===== src/rtl/sclk_div_pkg.sv =====
package sclk_div_pkg;

  typedef enum logic {
    DIV_POW2 = 1'b0,
    DIV_LIN  = 1'b1
  } div_mode_e;

  // counter width wide enough for both the linear field and 2^(2^EXP_W - 1)
  function automatic int unsigned cnt_width(int unsigned lin_w, int unsigned exp_w);
    int unsigned pw;
    pw = 1 << exp_w;
    return (pw > lin_w) ? pw : lin_w;
  endfunction

endpackage


===== src/rtl/sclk_div_cfg.sv =====
module sclk_div_cfg
  import sclk_div_pkg::*;
#(
  parameter int unsigned LIN_W = 8,
  parameter int unsigned EXP_W = 4,
  parameter int unsigned CNT_W = 16
) (
  input  logic             clk_i,
  input  logic             rst_ni,
  input  logic             load_i,
  input  logic [LIN_W-1:0] lin_div_i,
  input  logic [EXP_W-1:0] exp_div_i,
  input  logic             lin_mode_i,
  output logic [CNT_W-1:0] term_o
);

  div_mode_e        mode_w;
  logic [CNT_W-1:0] lin_term_w;
  logic [CNT_W-1:0] pow_term_w;
  logic [CNT_W-1:0] next_term_w;
  logic [CNT_W-1:0] term_q;

  assign mode_w     = div_mode_e'(lin_mode_i);
  assign lin_term_w = CNT_W'(lin_div_i);
  assign pow_term_w = (CNT_W'(1) << exp_div_i) - CNT_W'(1);

  always_comb begin
    unique case (mode_w)
      DIV_LIN:  next_term_w = lin_term_w;
      default:  next_term_w = pow_term_w;
    endcase
  end

  // terminal count = half-period - 1, frozen while a burst runs
  always_ff @(posedge clk_i or negedge rst_ni) begin
    if (!rst_ni)     term_q <= '0;
    else if (load_i) term_q <= next_term_w;
  end

  assign term_o = term_q;

endmodule


===== src/rtl/sclk_div_cnt.sv =====
module sclk_div_cnt #(
  parameter int unsigned CNT_W = 16
) (
  input  logic             clk_i,
  input  logic             rst_ni,
  input  logic             run_i,
  input  logic             armed_i,
  input  logic [CNT_W-1:0] term_i,
  output logic             tick_o
);

  logic [CNT_W-1:0] cnt_q;
  logic             live_w;
  logic             at_term_w;

  assign live_w    = run_i & armed_i;
  assign at_term_w = (cnt_q == term_i);

  always_ff @(posedge clk_i or negedge rst_ni) begin
    if (!rst_ni)        cnt_q <= '0;
    else if (!live_w)   cnt_q <= '0;
    else if (at_term_w) cnt_q <= '0;
    else                cnt_q <= cnt_q + CNT_W'(1);
  end

  assign tick_o = live_w & at_term_w;

endmodule


===== src/rtl/sclk_div_edge.sv =====
module sclk_div_edge (
  input  logic clk_i,
  input  logic rst_ni,
  input  logic run_i,
  input  logic tick_i,
  input  logic cpol_i,
  output logic sclk_o,
  output logic lead_o,
  output logic trail_o
);

  // phase 0 = idle level, 1 = active level
  logic phase_q;
  logic lead_q;
  logic trail_q;

  always_ff @(posedge clk_i or negedge rst_ni) begin
    if (!rst_ni) begin
      phase_q <= 1'b0;
      lead_q  <= 1'b0;
      trail_q <= 1'b0;
    end else if (!run_i) begin
      phase_q <= 1'b0;
      lead_q  <= 1'b0;
      trail_q <= 1'b0;
    end else begin
      lead_q  <= tick_i & ~phase_q;
      trail_q <= tick_i &  phase_q;
      if (tick_i) phase_q <= ~phase_q;
    end
  end

  assign sclk_o  = phase_q ^ cpol_i;
  assign lead_o  = lead_q;
  assign trail_o = trail_q;

endmodule


===== src/rtl/spi_sclk_div.sv =====
module spi_sclk_div
  import sclk_div_pkg::*;
#(
  parameter int unsigned LIN_W = 8,
  parameter int unsigned EXP_W = 4
) (
  input  logic             clk_i,
  input  logic             rst_ni,
  input  logic [LIN_W-1:0] lin_div_i,
  input  logic [EXP_W-1:0] exp_div_i,
  input  logic             lin_mode_i,
  input  logic             run_i,
  input  logic             cpol_i,
  output logic             sclk_o,
  output logic             lead_o,
  output logic             trail_o
);

  localparam int unsigned CNT_W = cnt_width(LIN_W, EXP_W);

  logic             armed_q;
  logic [CNT_W-1:0] term_w;
  logic             tick_w;

  // armed one cycle after run_i is first sampled high
  always_ff @(posedge clk_i or negedge rst_ni) begin
    if (!rst_ni) armed_q <= 1'b0;
    else         armed_q <= run_i;
  end

  sclk_div_cfg #(
    .LIN_W (LIN_W),
    .EXP_W (EXP_W),
    .CNT_W (CNT_W)
  ) u_cfg (
    .clk_i      (clk_i),
    .rst_ni     (rst_ni),
    .load_i     (~armed_q),
    .lin_div_i  (lin_div_i),
    .exp_div_i  (exp_div_i),
    .lin_mode_i (lin_mode_i),
    .term_o     (term_w)
  );

  sclk_div_cnt #(
    .CNT_W (CNT_W)
  ) u_cnt (
    .clk_i   (clk_i),
    .rst_ni  (rst_ni),
    .run_i   (run_i),
    .armed_i (armed_q),
    .term_i  (term_w),
    .tick_o  (tick_w)
  );

  sclk_div_edge u_edge (
    .clk_i   (clk_i),
    .rst_ni  (rst_ni),
    .run_i   (run_i),
    .tick_i  (tick_w),
    .cpol_i  (cpol_i),
    .sclk_o  (sclk_o),
    .lead_o  (lead_o),
    .trail_o (trail_o)
  );

endmodule


===== config.mk =====
export PLATFORM = sky130hd
export DESIGN_NAME = spi_sclk_div
export DESIGN_NICKNAME = d
export VERILOG_FILES = /design/src/rtl/sclk_div_pkg.sv /design/src/rtl/sclk_div_cfg.sv /design/src/rtl/sclk_div_cnt.sv /design/src/rtl/sclk_div_edge.sv /design/src/rtl/spi_sclk_div.sv
export SDC_FILE = /design/constraint.sdc
export NUM_CORES = 1
export LEC_CHECK = 0
export BUFFER_PORTS_ARGS = -buffer_cell sky130_fd_sc_hd__buf_2
export CAP_MARGIN = 20
export CORE_ASPECT_RATIO = 1.4
export CORE_UTILIZATION = 40
export DETAILED_ROUTE_END_ITERATION = 16
export PLACE_DENSITY = 0.6
export SYNTH_ARGS = -nofsm -noshare
export SYNTH_HDL_FRONTEND = slang
export SYNTH_SLANG_ARGS = --single-unit

===== constraint.sdc =====
create_clock -name clk_i -period 1.8 [get_ports clk_i]
set_input_delay 0.27 -clock clk_i [delete_from_list [all_inputs] [get_ports clk_i]]
set_output_delay 0.27 -clock clk_i [all_outputs]
set_load 0.01 [all_outputs]

# After elaboration in Yosys (flattened, before gate mapping)
# Cells that the tools add are included.
[totals]
reg_bits = 36
input_bits = 17
output_inout_bits = 3
wordCells = 24
[classes]
n_addsub = 2
n_eq_ne = 2
shifts = 1
n_mux = 7
n_bitwise = 6
[op_table]
columns = ["operator", "n"]
rows = [
  ["2-to-1 mux 16 bit", 3],
  ["adder 16 x 1 -> 16 bit (second input constant)", 1],
  ["== test 16 bit", 1],
  ["left shift 1 x 4 -> 16 bit (first input constant)", 1],
  ["subtractor 16 x 2 -> 16 bit (second input constant)", 1],
  ["AND 1 bit", 4],
  ["2-to-1 mux 1 bit", 4],
  ["inequality test 2 x 1 -> 1 bit (second input constant)", 1],
  ["NOT 1 bit", 1],
  ["XOR 1 bit", 1],
]

# Depth between registers and ports, before layout
# Gate-level depths: netlist (run 1).
[depth]
word_depth = 4
depth_mapped = 9
ltp_nobuf = 8

# Cells and area by module
# Synthesis (run 1) repeated with hierarchy kept, for this count alone.
[hier_totals]
hier_cells = 210
area_unflattened_um2 = 2043.2
[modules_own_cells]
columns = ["module", "n_inst", "cells_each", "area_per_inst_um2", "seq_area_each_um2"]
rows = [
  ["sclk_div_cnt", 1, 105, 1026.0, 400.4],
  ["sclk_div_cfg", 1, 94, 874.6, 400.4],
  ["sclk_div_edge", 1, 9, 113.9, 75.1],
  ["spi_sclk_div", 1, 2, 28.8, 25.0],
]

# Worst setup path after synthesis (run 1)
# No wires, ideal clock.
[synth_timing]
path_kind = "input to register"
from = "input port exp_div_i[3]"
to = "register u_cfg.term_q[10] (netlist: u_cfg.term_o[10])"
setup_ns = 0.096
arrival_ns = 1.782
t_required_ns = 1.704
path_slack_ns = -0.078
stages = 9
n_path_buf = 1
path_cell_list = "clkbuf_1 nor3_1 nand2b_1 ha_1 or2_2 o21ai_0 a22o_1 a21oi_1 o31ai_1"
[synth_between]
elab_chain_len = 3
[synth_lines]
columns = ["element", "line", "source"]
rows = [
  ["start: declaration", "spi_sclk_div.sv:10", "input logic [EXP_W-1:0] exp_div_i,"],
  ["left shift 1 x 4 -> 16 bit", "sclk_div_cfg.sv:25", "assign pow_term_w = (CNT_W'(1) << exp_div_i) - CNT_W'(1);"],
  ["subtractor 16 x 2 -> 16 bit", "sclk_div_cfg.sv:25", ""],
  ["2-to-1 mux 16 bit", "sclk_div_cfg.sv:28", "unique case (mode_w)"],
  ["end signal: assignment", "sclk_div_cfg.sv:37", "else if (load_i) term_q <= next_term_w;"],
  ["end: declaration", "sclk_div_cfg.sv:21", "logic [CNT_W-1:0] term_q;"],
]
# Every way passes these cells.
# A chain may end at the register's enable or synchronous reset.

# Worst setup path in the final report (run 1)
[layout_timing]
from = "register u_cnt.cnt_q[0]"
to = "register u_cnt.cnt_q[7]"
[layout_between]
elab_chain_len = 3
elab_cells_between_ends = 4
cone_classes = "add/sub: 1; eq/ne: 1; mux: 2"
[layout_lines]
columns = ["element", "line", "source"]
rows = [
  ["start: declaration", "sclk_div_cnt.sv:12", "logic [CNT_W-1:0] cnt_q;"],
  ["start signal: assignment", "sclk_div_cnt.sv:23", "else cnt_q <= cnt_q + CNT_W'(1);"],
  ["adder 16 x 1 -> 16 bit or == test 16 bit (tied branches)", "sclk_div_cnt.sv:23, sclk_div_cnt.sv:17", ""],
  ["2-to-1 mux 16 bit *", "sclk_div_cnt.sv:22", "else if (at_term_w) cnt_q <= '0;"],
  ["2-to-1 mux 16 bit *", "sclk_div_cnt.sv:21", "else if (!live_w) cnt_q <= '0;"],
]
# Every way passes the cells marked *; elsewhere a longest branch is shown, timed or not.

==> results.yml, run 1 <==
global_routing:
  overflow: 0
  grtUsageMet3: 0.03721
  grt.total_usage: 0.1756
  grt_pass1_wl_mm: 6.561
  met1_usage: 0.2301
  busiest_layer: "met2"
  antenna_found_initial: 0
  grt_max_degree: 37
  grt_pass1_vias: 1404
  met2_usage: 0.2717
timing:
  post-route-min-period_ns: 1.665
  finalHoldViolations: 0
  maxSlewHeadroom: 0.6871
  slew_viol_final: 0
  max_freq_ghz: 0.6007
  setup-tns-final_ns: 0
  rsz0062_at_grt: "no"
  setup_viol: 0
  skew_ns: 0.01089
  worst_slew_pin_slew_ns: 0.4693
  setup_slack_ns: 0.1352
  finalCritPeriodShare: 0.9249
synth:
  ys_seq_elements: 36
  synth_async_sr_flop_share: 1.000
  post-synth-top-count-cell: "dfrtp_1"
  netlist.area_leader.share: 0.4737
  synth_area_leaders: "dfrtp_1, xnor2_1, nand2_1, nor2_1, o21ai_0"
  syn_nets: 222
  synth_area_um2: 1902
  yosysWarningCount: 0
  netlist_top_cells_count: "dfrtp_1, xnor2_1, nand2_1, nor2_1, o21ai_0"
  synth-seq-area-share: 0.4737
  netlist_instances: 203
  syn_area_per_cell_um2: 9.369
  synth_top_area_cell: "dfrtp_1"
  synth_edf_count: 0
  yosys.cell_types.count: 32
  synth_flop_cell: "dfrtp_1"
run:
  drv_cap: 0
pwr:
  power.density_nw_per_um2: 739.4
  finalPower_mw: 1.644
  leakagePower_nw: 0.9535
  vdd_drop_max_v: 0.0003241
floorplan:
  core_um2: 4536
  io_pins: 20
  fp.dieArea_um2: 5038
  initial_core_util: 0.4193
  rows: 29
  die_w_um: 60.28
  die_h_um: 83.59
critical_path:
  critical_path.startpoint_type: "flip-flop"
  critPathMaxFanout: 16
  arrival_ns: 1.83
  crit_type: "reg -> reg"
  cp.required_ns: 1.96
  cp-end-kind: "flip-flop"
  rrSetupSlack_ns: 0.14
detailed_routing:
  ant_nets: 0
  post-route-drc-count: 0
  wl_per_cell_um: 12.58
  viasPerCell: 4.777
  drt-pass1-iter-count: 4
  vias: 1414
  routed_wl_mm: 3.725
  drtIter0Drc: 29
final_layout:
  nets: 252
  utilization: 0.4902
  drive_above_1_share: 0.1923
  syn2layout_area_growth_pct: 16.91
  diodes: 0
  instances_no_fill: 296
run_status:
  status: "completed"
cts:
  clockBufferDepth: 2
  cts_max_level: 2
  cts_hold_buf: 0
  cts_resized: 0
  cts_tree: "done"
  clock_latency_ns: 0.29
  path_clk_slew_ns: 0.08
  post_cts_buffers: 0
  cts_num_sinks: 36
  cts-root-buf: "clkbuf_8"
  cts_made_buffers: 5
placed_design:
  dpl.hpwl_mm: 2.772
  port_buffers: 19
  dp_cells: 288
  gp_congestion: 0.7936
  pre_cts_ws_ns: 0.01168
worst_hold_path:
  hold_path_class: "in -> async"
==> cell type report <==
type / instances / area, µm²
clock buffers: 7 / 86.33
clock inverters: 1 / 7.507
fillers: 447 / 2312
inverters: 6 / 22.52
multi-input cells: 152 / 935.9
flip-flops and latches: 36 / 900.9
well taps: 62 / 77.57
repair buffers: 32 / 192.7
==> cell usage in the layout (no fill, tap or decap), drive strengths merged <==
| master | count |
|---|---|
| xor2 | 5 |
| nor2 | 26 |
| nor2b | 2 |
| ha | 2 |
| nor4b | 1 |
| a22o | 1 |
| nand3b | 1 |
| nand2b | 2 |
| nand2 | 26 |
| nand4 | 4 |
| nor3 | 5 |
| o21ai | 13 |
| inv | 6 |
| clkinvlp | 1 |
| and3 | 5 |
| o31ai | 5 |
| nor4 | 1 |
| nand3 | 6 |
| buf | 32 |
| and2 | 1 |
| o41ai | 2 |
| or2 | 2 |
| xnor2 | 27 |
| mux2i | 4 |
| and4 | 1 |
| clkbuf | 7 |
| dfrtp | 36 |
| a21oi | 9 |
| o21a | 1 |
==> kinds of logic (layout without fill, tap and decap cells) <==
kind of cell / Yosys count / after routing / synth area share
xor gates and xnor gates: 32 / 32 / 0.1474
and+or+nand+nor: 83 / 83 / 0.2112
adders and majority gates: 2 / 2 / 0.01316
buffers and inverters: 15 / 46 / 0.03815
muxes: 4 / 4 / 0.02105
DFF: 36 / 36 / 0.4737
AOI/OAI and AO/OA: 31 / 31 / 0.09540
==> power breakdown <==
part	total (mW)	switching [mW]	internal, mW
sequential	0.869	0.0277	0.841
combinational	0.181	0.100	0.0810
clock	0.594	0.283	0.311
==> metrics by stage <==
| stage | instance area (µm²) | hold slack [ns] |
|---|---|---|
| floorplan | 1909 | -0.02559 |
| global placement | 2130 | 0.3423 |
| detailed placement | 2130 | 0.3407 |
| CTS | 2223 | 0.03086 |
| global route | 2223 | 0.04638 |
| finish | 2223 | 0.02139 |
==> critical path: stages (launching register included) <==
cell      delay, ns
dfrtp_1        0.43
xnor2_1        0.19
nand4_1        0.13
nor4_2         0.38
nand3b_4       0.32
nor2_1         0.08
==> metal layers <==
layer / share of wire / vias up / wire length [µm]
met1: 0.46 / 642 / 1703
met2: 0.50 / 21 / 1851
met3: 0.020 / 10 / 73
met5: 0 / - / 0
li1: - / 741 / -
met4: 0.026 / 0 / 95
==> final timing paths <==
check | start | to | cells after the start
setup / recovery | u_cnt.cnt_q[0] | u_cnt.cnt_q[7] | 5
hold / removal | rst_ni | u_cnt.cnt_q[11] | 2
setup reg to reg | u_cnt.cnt_q[0] | u_cnt.cnt_q[7] | 5
hold reg to reg | u_edge.phase_q | u_edge.lead_o | 1
max in group asynchronous | rst_ni | u_cnt.cnt_q[8] | 2
min in group clk_i | run_i | armed_q | 1
==> state kept, by name, indices dropped and copies added, names as in the netlist <==
signal	count
u_cfg.term_o	16
u_cnt.cnt_q	16
armed_q	1
u_edge.lead_o	1
u_edge.phase_q	1
u_edge.trail_o	1
Power figures use the tool's default switching activity.
==> inputs of run 2 (changes only) <==
--- a/config.mk
+++ b/config.mk
@@ -8,9 +8,11 @@
 export BUFFER_PORTS_ARGS = -buffer_cell sky130_fd_sc_hd__buf_2
 export CAP_MARGIN = 20
 export CORE_ASPECT_RATIO = 1.4
+export CORE_MARGIN = 4
 export CORE_UTILIZATION = 40
 export DETAILED_ROUTE_END_ITERATION = 16
 export PLACE_DENSITY = 0.6
 export SYNTH_ARGS = -nofsm -noshare
 export SYNTH_HDL_FRONTEND = slang
 export SYNTH_SLANG_ARGS = --single-unit
+export TNS_END_PERCENT = 1
==> constraint.sdc (replaced) <==
create_clock -name clk_i -period 1.8 [get_ports clk_i]
set_input_delay 0.18 -clock clk_i [delete_from_list [all_inputs] [get_ports clk_i]]
set_output_delay 0.18 -clock clk_i [all_outputs]
set_load 0.01 [all_outputs]
==> run 2 against run 1 <==
- flip-flop and latch count did not move
- hold slack gained 0.049 ns
- clock skew fell by 0.0079 ns
- utilization down 0.36 points
- final area hardly changed
- clock-buffer cell count decreased by 1
- combinational power rose by 4%
==> results.yml, run 2 (same netlist as run 1, synthesis figures left out) <==
worst_hold_path:
  hold_path_class: "in -> reg"
  holdPathStages: 1
  hp-start: "run_i"
  holdPathEnd: "armed_q"
pwr:
  clockPowerShare: 0.363
  power.density_nw_per_um2: 743.8
  leakagePower_nw: 0.9641
  p_int_mw: 1.229
  p_sw_frac: 0.2576
  vdd_drop_max_v: 0.0004812
  p_sw_uw: 426.3
  finalPower_mw: 1.655
  pwr-share-seq: 0.523
  combPwrFrac: 0.114
global_routing:
  grt_pass1_wl_mm: 6.555
  overflow: 0
  antenna_found_initial: 0
  grt_max_degree: 37
  grt.total_usage: 0.1494
  grt_pass1_vias: 1505
floorplan:
  rows: 29
  die_w_um: 66.28
  io_pins: 20
  fp.dieArea_um2: 5937
  die_h_um: 89.59
  core_um2: 4572
  initial_core_util: 0.4160
cts:
  cts-root-buf: "clkbuf_8"
  clockBufferDepth: 2
  clock_latency_ns: 0.29
  path_clk_slew_ns: 0.07
  cts_tree: "done"
  cts_num_sinks: 36
  cts_resized: 0
  cts_max_level: 2
  cts_made_buffers: 5
critical_path:
  arrival_ns: 1.82
  rrSetupSlack_ns: 0.15
  r2r.worst_path.cells: 5
  cp-end-kind: "flip-flop"
  worstPathCellList: "xnor2_1 > nand4_1 > nor4_2 > nand3b_4 > nor2_1"
  critical_path.startpoint_type: "flip-flop"
  cp.required_ns: 1.98
  path_delay_family: "simple AND/OR/NAND/NOR gates"
  timing.rr.end: "u_cnt.cnt_q[5]"
  crit_type: "reg -> reg"
  critPathMaxFanout: 16
  path_buf_inv: 0
  max_stage_delay_ns: 0.41
  reg2reg_from: "u_cnt.cnt_q[2]"
  cpMaxStageDelayCell: "dfrtp_1"
placed_design:
  dpl.hpwl_mm: 2.995
  place_area_um2: 2122
  dp_cells: 288
  gp_congestion: 0.7952
  pre_cts_ws_ns: -0.06115
  port_buffers: 19
timing:
  finalHoldViolations: 0
  setup-tns-final_ns: 0
  max_freq_ghz: 0.6068
  finalCritPeriodShare: 0.9155
  setup_viol: 0
  setup_slack_ns: 0.1521
  worst_slew_pin_slew_ns: 0.4631
  skew_ns: 0.002947
  slew_viol_final: 0
  maxSlewHeadroom: 0.6913
  post-route-min-period_ns: 1.648
  rsz0062_at_grt: "no"
final_layout:
  finalInstanceArea_um2: 2225
  instances_no_fill: 297
  final_cell_mix: "dfrtp_1, xnor2_1, nand2_1, nor2_1, buf_2"
  diodes: 0
  drive_above_1_share: 0.1872
  nets: 253
  layout_commonest_cell: "dfrtp_1"
  syn2layout_area_growth_pct: 16.97
detailed_routing:
  vias: 1444
  wl_per_cell_um: 13.17
  routed_wl_mm: 3.912
  ant_nets: 0
  drt-pass1-iter-count: 4
  post-route-drc-count: 0
  viasPerCell: 4.862
  drtIter0Drc: 12
run_status:
  status: "completed"
run:
  drv_cap: 0
run 2: worst reg2reg max path, cell delays in order, from the launching register on:
cell and delay, ns:
dfrtp_1 0.41, xnor2_1 0.27, nand4_1 0.15, nor4_2 0.33, nand3b_4 0.30, nor2_1 0.08
run 2: area by class of cell:
class	instances	area [µm²]
sequential	36	900.9
clock buffer	6	82.58
timing repair buffer	33	202.7
multi-input combinational	152	928.4
inverter	6	22.52
clock inverter	2	10.01
fill	471	2347
tap	62	77.57
run 2: metal layers:
layer	GRT usage	part of all wire
met5	0	0
met4	0.1017	0.044
met3	0.03113	0.024
met2	0.2602	0.52
met1	0.1612	0.42
run 2: power by group through the flow:
stage	Combinational (mW)	Sequential [mW]	Clock, mW
6_report	0.188	0.866	0.601
2_1_floorplan	0.122	0.876	0
5_1_grt	0.215	0.870	0.649
3_3_place_gp	0.187	0.882	0
3_5_place_dp	0.189	0.883	0
4_1_cts	0.191	0.867	0.611
run 2: stage by stage:
stage                     utilization  hold WS (ns)
after detailed placement       0.4641        0.2447
after global routing           0.4866       0.06032
after floorplan                     -       -0.1156
final                          0.4866       0.06990
after global placement         0.4641        0.2474
after CTS                      0.4866       0.06842
run 2: worst max-delay path by stage:
| stage | slack [ns] | end | startpoint | cells past startpoint |
|---|---|---|---|---|
| 2_1_floorplan | 0.01 | u_cfg.term_o[10] | exp_div_i[3] | 9 |
| 3_3_place_gp | -0.03 | u_cfg.term_o[6] | exp_div_i[3] | 9 |
| 3_5_place_dp | -0.06 | u_cfg.term_o[6] | exp_div_i[3] | 9 |
| 4_1_cts | 0.14 | u_cnt.cnt_q[13] | u_cnt.cnt_q[0] | 5 |
| 5_1_grt | 0.04 | u_cfg.term_o[6] | exp_div_i[3] | 9 |
| 6_report | 0.15 | u_cnt.cnt_q[5] | u_cnt.cnt_q[2] | 5 |
run 2: repair_timing:
action                                  4_1_cts  5_1_grt
hold buffers                                  1        0
endpoints found under the setup margin        0        0
setup buffers                                 0        0
endpoints found under the hold margin        36        0
==> inputs of run 3 (changes only) <==
--- a/config.mk
+++ b/config.mk
@@ -11,7 +11,9 @@
 export CORE_MARGIN = 4
 export CORE_UTILIZATION = 40
 export DETAILED_ROUTE_END_ITERATION = 16
+export GPL_TIMING_DRIVEN = 0
 export PLACE_DENSITY = 0.6
+export SKIP_LAST_GASP = 1
 export SYNTH_ARGS = -nofsm -noshare
 export SYNTH_HDL_FRONTEND = slang
 export SYNTH_SLANG_ARGS = --single-unit
==> run 3 against run 2 <==
- the flow now finishes with violations (negative hold slack)
- flip-flop and latch count unchanged
- clock skew rose by 0.00058 ns
- clock power is 1% higher
- via count decreased by 2.0%
- maximum frequency fell by 6.8%
- largest power group unchanged
==> results.yml, run 3 (same netlist as run 1, synthesis figures left out) <==
critical_path:
  cp-end-kind: "flip-flop"
  r2r.worst_path.cells: 6
  critical_path.startpoint_type: "flip-flop"
  startpoint: "u_cnt.cnt_q[4]"
  timing.rr.end: "u_cnt.cnt_q[10]"
  crit_type: "reg -> reg"
  arrival_ns: 1.95
  critPathMaxFanout: 10
  rrSetupSlack_ns: 0.03
  reg2reg_from: "u_cnt.cnt_q[4]"
  crit_end: "u_cnt.cnt_q[10]"
  cp.required_ns: 1.98
timing:
  finalCritPeriodShare: 0.9825
  post-route-min-period_ns: 1.768
  setup-tns-final_ns: 0
  setup_viol: 0
  rsz0062_at_grt: "yes"
  slew_viol_final: 0
  max_freq_ghz: 0.5655
  finalHoldViolations: 36
  maxSlewHeadroom: 0.4823
  worst_slew_pin_slew_ns: 0.7766
  skew_ns: 0.003525
  hold_slack_ns: -0.02923
  setup_slack_ns: 0.03151
global_routing:
  grt_pass1_wl_mm: 6.727
  overflow: 0
  grtUsageMet3: 0.02740
  antenna_found_initial: 0
  met1_usage: 0.1709
  grt_pass1_vias: 1409
  grt_max_degree: 37
  met2_usage: 0.2719
  grt.total_usage: 0.1502
  busiest_layer: "met2"
detailed_routing:
  post-route-drc-count: 0
  drt-pass1-iter-count: 4
  drtIter0Drc: 39
  wl_per_cell_um: 13.02
  vias: 1415
  viasPerCell: 4.863
  routed_wl_mm: 3.789
  ant_nets: 0
cts:
  cts_max_level: 2
  clock_latency_ns: 0.29
  path_clk_slew_ns: 0.07
  cts_tree: "done"
  cts-root-buf: "clkbuf_8"
  cts_hold_buf: 0
  cts_made_buffers: 5
  clockBufferDepth: 2
  cts_num_sinks: 36
floorplan:
  core_um2: 4572
  initial_core_util: 0.4160
  die_w_um: 66.28
  rows: 29
  die_h_um: 89.59
  io_pins: 20
  fp.dieArea_um2: 5937
run:
  drv_cap: 0
final_layout:
  final_cell_mix: "dfrtp_1, xnor2_1, nand2_1, nor2_1, buf_2"
  finalInstanceArea_um2: 2192
  nets: 248
  syn2layout_area_growth_pct: 15.26
  diodes: 0
  drive_above_1_share: 0.1485
  layout_commonest_cell: "dfrtp_1"
placed_design:
  pre_cts_ws_ns: -0.3240
  port_buffers: 16
  gp_congestion: 0.7662
  place_area_um2: 2059
  dpl.hpwl_mm: 2.931
worst_hold_path:
  hold_path_class: "in -> async"
run_status:
  status: "finished with violations"
  violations: "negative hold slack"
pwr:
  vdd_drop_max_v: 0.0004442
  power.density_nw_per_um2: 761.4
  leakagePower_nw: 0.9264
## run 3: how the worst min path moves through the flow
stage                 from              end  slack [ns]  cells past startpoint
floorplan           rst_ni          armed_q       -0.12                      0
global placement    rst_ni   u_cnt.cnt_q[1]        0.32                      1
detailed placement  rst_ni   u_cnt.cnt_q[1]        0.31                      1
CTS                 rst_ni   u_cnt.cnt_q[7]       0.004                      1
global route        rst_ni  u_cnt.cnt_q[12]        0.04                      1
finish              rst_ni   u_cnt.cnt_q[1]       -0.03                      1
## run 3: worst max-delay path: stages, from the launching register on
cell and delay [ns]:
dfrtp_1 0.44, xnor2_1 0.22, nand4_1 0.18, nor4_4 0.38, nand3b_4 0.25, buf_8 0.14, nor2_1 0.05
## run 3: area by class of cell
cell class | count | area, µm²
sequential | 36 | 900.9
tap | 62 | 77.57
inverter | 6 | 22.52
fill | 482 | 2380
multi-input combinational | 152 | 942.2
timing repair buffer | 19 | 102.6
buffer | 9 | 50.05
clock buffer | 7 | 96.34
## run 3: layer usage
layer / share of wire / wire (µm)
met2: 0.52 / 1983
met1: 0.43 / 1642
met5: 0 / 0
met3: 0.022 / 84
met4: 0.021 / 78
## run 3: stage by stage
| step | power [mW] | utilization | std cells |
|---|---|---|---|
| floorplan | 0.9973 | - | 203 |
| global placement | 1.066 | 0.4505 | 281 |
| detailed placement | 1.069 | 0.4505 | 281 |
| global route | 1.746 | 0.4795 | 291 |
| CTS | 1.679 | 0.4726 | 288 |
| finish | 1.669 | 0.4795 | 291 |
## run 3: power breakdown
| group | switching, mW | total [mW] | internal, mW |
|---|---|---|---|
| clock | 0.270 | 0.610 | 0.341 |
| sequential | 0.0239 | 0.866 | 0.842 |
| combinational | 0.113 | 0.193 | 0.0808 |
## run 3: what timing repair did
item	4_1_cts	5_1_grt
setup endpoints to repair	11	12
pin swaps	0	2
setup buffers	0	3
resized for setup	1	3
